File: src/rtl/synth_cfg_loader.sv
module synth_cfg_loader #(
  parameter int SR_W   = 22,
  parameter int HFN_W  = 18,
  parameter int LFN_W  = 15,
  parameter int REF_W  = 15,
  parameter int MODE_W = 5,
  parameter int SYNC_N = 2
) (
  input  logic              clk,
  input  logic              rst_n,
  input  logic              ser_clk,
  input  logic              ser_data,
  input  logic              ser_load,
  output logic [HFN_W-1:0]  hf_n,
  output logic              hf_psel,
  output logic              hf_pd,
  output logic [LFN_W-1:0]  lf_n,
  output logic              lf_psel,
  output logic              lf_pd,
  output logic [REF_W-1:0]  hf_r,
  output logic [MODE_W-1:0] hf_mode,
  output logic [REF_W-1:0]  lf_r,
  output logic [MODE_W-1:0] lf_mode
);
  localparam int PAY_W = SR_W - 2;

  logic [SYNC_N:0] clk_p, dat_p, ld_p;
  logic [SR_W-1:0] sr;
  logic            sclk_rise, ld_high, ld_rise;
  logic [PAY_W-1:0] pay;

  always_ff @(posedge clk or negedge rst_n)
    if (!rst_n) begin
      clk_p <= '0;
      dat_p <= '0;
      ld_p  <= '0;
    end else begin
      clk_p <= {clk_p[SYNC_N-1:0], ser_clk};
      dat_p <= {dat_p[SYNC_N-1:0], ser_data};
      ld_p  <= {ld_p[SYNC_N-1:0], ser_load};
    end

  assign ld_high   = ld_p[SYNC_N-1];
  assign ld_rise   = ld_high & ~ld_p[SYNC_N];
  assign sclk_rise = clk_p[SYNC_N-1] & ~clk_p[SYNC_N] & ~ld_high;
  assign pay       = sr[SR_W-1:2];

  always_ff @(posedge clk or negedge rst_n)
    if (!rst_n)         sr <= '0;
    else if (sclk_rise) sr <= {sr[SR_W-2:0], dat_p[SYNC_N-1]};

  always_ff @(posedge clk or negedge rst_n)
    if (!rst_n) begin
      hf_n <= '0; hf_psel <= 1'b0; hf_pd <= 1'b1;
      lf_n <= '0; lf_psel <= 1'b0; lf_pd <= 1'b1;
      hf_r <= '0; hf_mode <= '0;
      lf_r <= '0; lf_mode <= '0;
    end else if (ld_rise) begin
      case (sr[1:0])
        2'b11: begin
          hf_n    <= pay[HFN_W-1:0];
          hf_psel <= pay[HFN_W];
          hf_pd   <= pay[HFN_W+1];
        end
        2'b10: begin
          lf_n    <= pay[LFN_W-1:0];
          lf_psel <= pay[LFN_W];
          lf_pd   <= pay[LFN_W+1];
        end
        2'b01: begin
          hf_r    <= pay[REF_W-1:0];
          hf_mode <= pay[REF_W +: MODE_W];
        end
        default: begin
          lf_r    <= pay[REF_W-1:0];
          lf_mode <= pay[REF_W +: MODE_W];
        end
      endcase
    end

  a_r8_hold_during_load: assert property (@(posedge clk) disable iff (!rst_n)
    (ld_high && ld_p[SYNC_N]) |=> $stable(sr));

  a_r7_no_load_no_change: assert property (@(posedge clk) disable iff (!rst_n)
    !ld_rise |=> ($stable(hf_n) && $stable(hf_psel) && $stable(hf_pd) &&
                  $stable(lf_n) && $stable(lf_psel) && $stable(lf_pd) &&
                  $stable(hf_r) && $stable(hf_mode) && $stable(lf_r) && $stable(lf_mode)));

  a_r7_single_target: assert property (@(posedge clk) disable iff (!rst_n)
    ld_rise |=> $countones({!$stable({hf_n, hf_psel, hf_pd}), !$stable({lf_n, lf_psel, lf_pd}),
                            !$stable({hf_r, hf_mode}), !$stable({lf_r, lf_mode})}) <= 1);

  a_r3_hf_divide_load: assert property (@(posedge clk) disable iff (!rst_n)
    (ld_rise && sr[1:0] == 2'b11) |=> (hf_n == $past(sr[HFN_W+1:2])));

  a_r2_shift_in: assert property (@(posedge clk) disable iff (!rst_n)
    sclk_rise |=> (sr[SR_W-1:1] == $past(sr[SR_W-2:0])));
endmodule

File: config.mk
export PLATFORM = sky130hd
export DESIGN_NAME = synth_cfg_loader
export DESIGN_NICKNAME = d
export VERILOG_FILES = /design/src/rtl/synth_cfg_loader.sv
export SDC_FILE = /design/constraint.sdc
export NUM_CORES = 1
export LEC_CHECK = 0
export BUFFER_PORTS_ARGS = -buffer_cell sky130_fd_sc_hd__buf_4
export CAP_MARGIN = 20
export CORE_ASPECT_RATIO = 0.9
export CORE_MARGIN = 3
export CORE_UTILIZATION = 45
export CTS_CLUSTER_SIZE = 8
export DETAILED_ROUTE_END_ITERATION = 12
export HOLD_SLACK_MARGIN = 0.08
export PLACE_DENSITY = 0.75
export SLEW_MARGIN = 0
export SYNTH_ARGS = -nofsm -noshare
export SYNTH_HDL_FRONTEND = slang
export SYNTH_SLANG_ARGS = --single-unit
File: constraint.sdc
create_clock -name clk -period 5 [get_ports clk]
set_clock_uncertainty 0.2 [all_clocks]
set_input_delay 0.75 -clock clk [delete_from_list [all_inputs] [get_ports clk]]
set_output_delay 0.75 -clock clk [all_outputs]
set_load 0.01 [all_outputs]
# Yosys cells after proc, flatten, opt, wreduce, memory -nomap -nowiden
# Index checks and enable logic that the tools add are counted.
# totals
reg_bits,107
# op_classes
n_eq_ne,3
n_bitwise,7
n_reduce_logical,5
# op_table
op,count
$reduce_and A2 Y1,4
$eq A2 B2 Y1 const B,2
$not A1 Y1,4
$and A1 B1 Y1,3
$reduce_or A3 Y1,1
$eq A2 B1 Y1 const B,1

# Logic depth before layout (Yosys ltp)
# depth
ltp_word,4
ltp_mapped,4

# Worst setup path before layout
# Ideal clock, no wire load.
# synth_path
kind,register to register
from,register sr[0]
to,register lf_n[10]
t_arrival_ns,1.311
required_ns,4.675
path_slack_ns,3.364
stages_incl_launch_ff,5
n_path_buf,2
path_cell_list,dfrtp_1 and4bb_1 buf_2 buf_6 mux2_4
# synth_via
elab_chain_cells,2
# synth_rtl
element,line_no,text
"start, declared",28,logic [SR_W-1:0] sr;
"start signal, assigned",50,"else if (sclk_rise) sr <= {sr[SR_W-2:0], dat_p[SYNC_N-1]};"
$eq A2 B2 Y1,59,case (sr[1:0])
$reduce_and A2 Y1 (no line),--,
"end signal, assigned",66,lf_n <= pay[LFN_W-1:0];
"end, declared",17,"output logic [LFN_W-1:0] lf_n,"
# No other way between the ends.
# A chain may end at the register's enable or synchronous reset.

# Worst setup path in the final report
# layout_path
from,register sr[0]
to,register lf_r[14]
# layout_via
elab_chain_cells,4
# layout_rtl
element,line_no,text
$eq A2 B1 Y1 / $eq A2 B2 Y1 (equally long branches),59,
$reduce_or A3 Y1 (no line) *,--,
$not A1 Y1 (no line) *,--,
$reduce_and A2 Y1 (no line) *,--,
"end signal, assigned",75,lf_r <= pay[REF_W-1:0];
"end, declared",22,"output logic [REF_W-1:0] lf_r,"
# Mark *: on every way between the ends. The rest lies on a longest branch, timed or not.

==> results.tsv <==
stage	metric	value	unit
status	outcome	complete, no violations	
drt	via_per_instance_ratio	4.93	
worst_setup_path	sort_of_element_at_the_start_of_the_critical_path	register	
sta	final-max-slew-violation-count	0	
synthesis	synthArstFlopShare	100	%
worst_setup_path	timing.critical_path.slowest_cell_delay	0.88	ns
drt	maxUsedRoutingLayer	met4	
synthesis	post-synth-top-count-cell	sky130_fd_sc_hd__dfrtp_1	
worst_setup_path	data_arrival_time_of_the_critical_path	2.38	ns
cells_and_area	flow.area_growth_from_synthesis	24.3	%
drt	detail-route-antenna-nets	0	
drt	drt_first_iter_violations	54	
cells_and_area	post-route-util	59.1	%
clock_tree	tritoncts_clock_tree	built	
sta	timing_worst_slew_pin_value	1.02	ns
global_route	globalRoute.totalOverflow	0	
global_route	antenna_found_initial	0	
synthesis	dominantRegCellSynth	sky130_fd_sc_hd__dfrtp_1	
synthesis	synth-warning-count	0	
synthesis	yosys-top-cells-area	sky130_fd_sc_hd__dfrtp_1, sky130_fd_sc_hd__mux2_2, sky130_fd_sc_hd__mux2_4	
drt	average_wire_per_cell_in_the_routed_design	17.0	µm
place	port_buffers	81	
sta	number_of_failing_setup_endpoints_in_the_final_timing_report	0	
place	place_congestion	0.675	
sta	achievable_frequency	427	MHz
clock_tree	cts.repair_timing.setup_buffer_count	0	
synthesis	post_synth_instance_area	3950	µm²
place	dpl_worst_slack	2.60	ns
synthesis	syn_nets	226	
drt	met3WireLength	323	µm
synthesis	synth_seq_cells	107	
floorplanning	io-pin-count	82	
cells_and_area	finish.net_count	312	
power	peak_supply_drop	0.000187	V
worst_setup_path	path_class	reg2reg	
worst_setup_path	critical-path-top-delay-family	simple AND/OR/NAND/NOR gates	
cells_and_area	drive_gt1_share	65.1	%
power	power_density	401	nW/µm²
sta	setup_total_negative_slack	0	ns
power	power_leakage	2.55	nW
floorplanning	placement_rows	31	
drt	dr_total_vias	2104	
sta	post-route-worst-setup-slack	2.66	ns
floorplanning	die_height	94.9	µm
clock_tree	post_cts_hold_buffer_count	0	
drt	drt_drc_violations_left	0	
sta	slew_headroom	31.7	%
synthesis	synth_commonest_cells	sky130_fd_sc_hd__dfrtp_1, sky130_fd_sc_hd__mux2_2, sky130_fd_sc_hd__mux2_4, sky130_fd_sc_hd__buf_2	
job	timing.max_cap.violations	0	
synthesis	avgSynthCellArea	17.9	µm²
worst_setup_path	worst-endpoint-required	5.04	ns
place	post_dp_hpwl	4.87	mm
clock_tree	root_buffer	sky130_fd_sc_hd__clkbuf_8	
drt	met2_wirelength	3.64	mm
worst_hold_path	worst_hold_path_type	reg2reg	
clock_tree	insertion_delay	0.36	ns
sta	period_share	46.8	%
drt	drt_pass1_iterations	4	
clock_tree	cts.repair.resized	0	
synthesis	synth.yosys.seq_area_share	67.8	%
worst_setup_path	critical-path-slowest-cell	sky130_fd_sc_hd__nor4b_4	
synthesis	netlist.area_leader.share	66.5	%
sta	timing.final.crit_period	2.34	ns
sta	grt_setup_unrepaired	false	
clock_tree	numCtsBuffers	9	
cells_and_area	n_fill_cell	694	
global_route	global_route_wire_length_before_repair	11.8	mm
clock_tree	clk_transition_reported_paths	0.10	ns
clock_tree	ctsHtreeMaxLevel	3	
synthesis	yosys.area.top_type	sky130_fd_sc_hd__dfrtp_1	
worst_setup_path	setup.worst_path.end_class	register	
global_route	grt_usage	15.6	%
clock_tree	deepest_clock_path_buffer_count	2	
drt	wirelength_met1	3.20	mm
synthesis	synth_cell_types	12	
clock_tree	cts.sinks	107	
synthesis	synthesized_netlist_cell_count	221	
drt	drt_wirelength	7.26	mm
global_route	grt_start_max_net_pins	67	
floorplanning	die-width	105	µm
floorplanning	fp.dieArea	9940	µm²
global_route	first_global_vias	2212	
worst_setup_path	worstPathMaxFanout	12	
floorplanning	coreArea	8300	µm²
power	totalPowerFinal	1.97	mW
sta	finalHoldViolCount	0	
synthesis	synth_enable_flop_cells	0	
cells_and_area	antennaDiodeCount	0	
worst_setup_path	critPathBufInv	1	
worst_setup_path	critical_path.cell_chain	nor4b_4 -> buf_4 -> mux2_2	
floorplanning	start_util	47.6	%
==> sequential cells by signal, indices dropped and copies added (netlist names) <==
register,cells
clk_p,3
dat_p,2
hf_mode,5
hf_n,18
hf_pd,1
hf_psel,1
hf_r,15
ld_p,3
lf_mode,5
lf_n,15
lf_pd,1
lf_psel,1
lf_r,15
sr,22
==> cells in the final DEF (no fill, tap or decap) <==
| cell | Yosys | routed |
|---|---|---|
| sky130_fd_sc_hd__and4bb_1 | 1 | 1 |
| sky130_fd_sc_hd__and4bb_2 | 1 | 1 |
| sky130_fd_sc_hd__buf_16 | 0 | 1 |
| sky130_fd_sc_hd__buf_4 | 0 | 84 |
| sky130_fd_sc_hd__bufinv_16 | 0 | 1 |
| sky130_fd_sc_hd__clkbuf_8 | 0 | 9 |
| sky130_fd_sc_hd__clkinv_2 | 0 | 2 |
| sky130_fd_sc_hd__clkinv_4 | 0 | 1 |
| sky130_fd_sc_hd__clkinvlp_4 | 0 | 1 |
| sky130_fd_sc_hd__dfrtp_1 | 105 | 105 |
| sky130_fd_sc_hd__dfstp_2 | 2 | 2 |
| sky130_fd_sc_hd__inv_6 | 0 | 2 |
| sky130_fd_sc_hd__mux2_1 | 2 | 2 |
| sky130_fd_sc_hd__mux2_2 | 87 | 87 |
| sky130_fd_sc_hd__mux2_4 | 10 | 10 |
| sky130_fd_sc_hd__nand4b_1 | 1 | 1 |
| sky130_fd_sc_hd__nor3b_4 | 0 | 1 |
| sky130_fd_sc_hd__nor4b_4 | 0 | 1 |
==> area by class of cell <==
class                   instances  area (µm²)  share of cell area, %
well taps                     115         144                   2.93
flip-flops and latches        107        2680                   54.6
clock inverters                 7        73.8                   1.50
clock buffers                   9         124                   2.52
multi-input cells             104        1230                   25.0
repair buffers                 85         658                   13.4
==> final timing paths <==
path / start / to / slack (ns) / cells past startpoint
setup / recovery: sr[0]$_DFFE_PN0P_ / lf_r[14]$_DFFE_PN0P_ / 2.66 / 3
max in group asynchronous: rst_n / hf_pd$_DFFE_PN1P_ / 3.28 / 2
hold reg to reg: clk_p[0]$_DFF_PN0_ / clk_p[1]$_DFF_PN0_ / 0.14 / 0
setup reg to reg: sr[0]$_DFFE_PN0P_ / lf_r[14]$_DFFE_PN0P_ / 2.66 / 3
min in group asynchronous: rst_n / hf_n[11]$_DFFE_PN0P_ / 0.26 / 1
hold / removal: clk_p[0]$_DFF_PN0_ / clk_p[1]$_DFF_PN0_ / 0.14 / 0
==> routing by layer <==
| layer | vias up | track usage (%) |
|---|---|---|
| met5 | - | 0 |
| met4 | 0 | 4.92 |
| met3 | 8 | 4.44 |
| met2 | 51 | 25.4 |
| met1 | 1087 | 20.4 |
| li1 | 958 | - |
==> kinds of logic (layout without fill, tap and decap cells) <==
logic type,after synthesis,in the layout,share of synthesized area (%)
buf+inv,10,101,1.43
simple gates,5,5,1.55
mux,99,99,29.2
flops,107,107,67.8
==> through the flow <==
stage	cell area (µm²)	hold slack [ns]	instances
3_3_place_gp	4680	0.135	410
3_5_place_dp	4710	0.135	411
5_1_grt	4910	0.154	427
4_1_cts	4910	0.145	427
2_1_floorplan	3950	0.131	221
6_report	4910	0.142	427
==> where the power goes <==
part / internal [mW] / switching (mW)
combinational: 0.219 / 0.144
sequential: 0.984 / 0.0948
clock: 0.234 / 0.291
(Power assumes the default switching activity.)
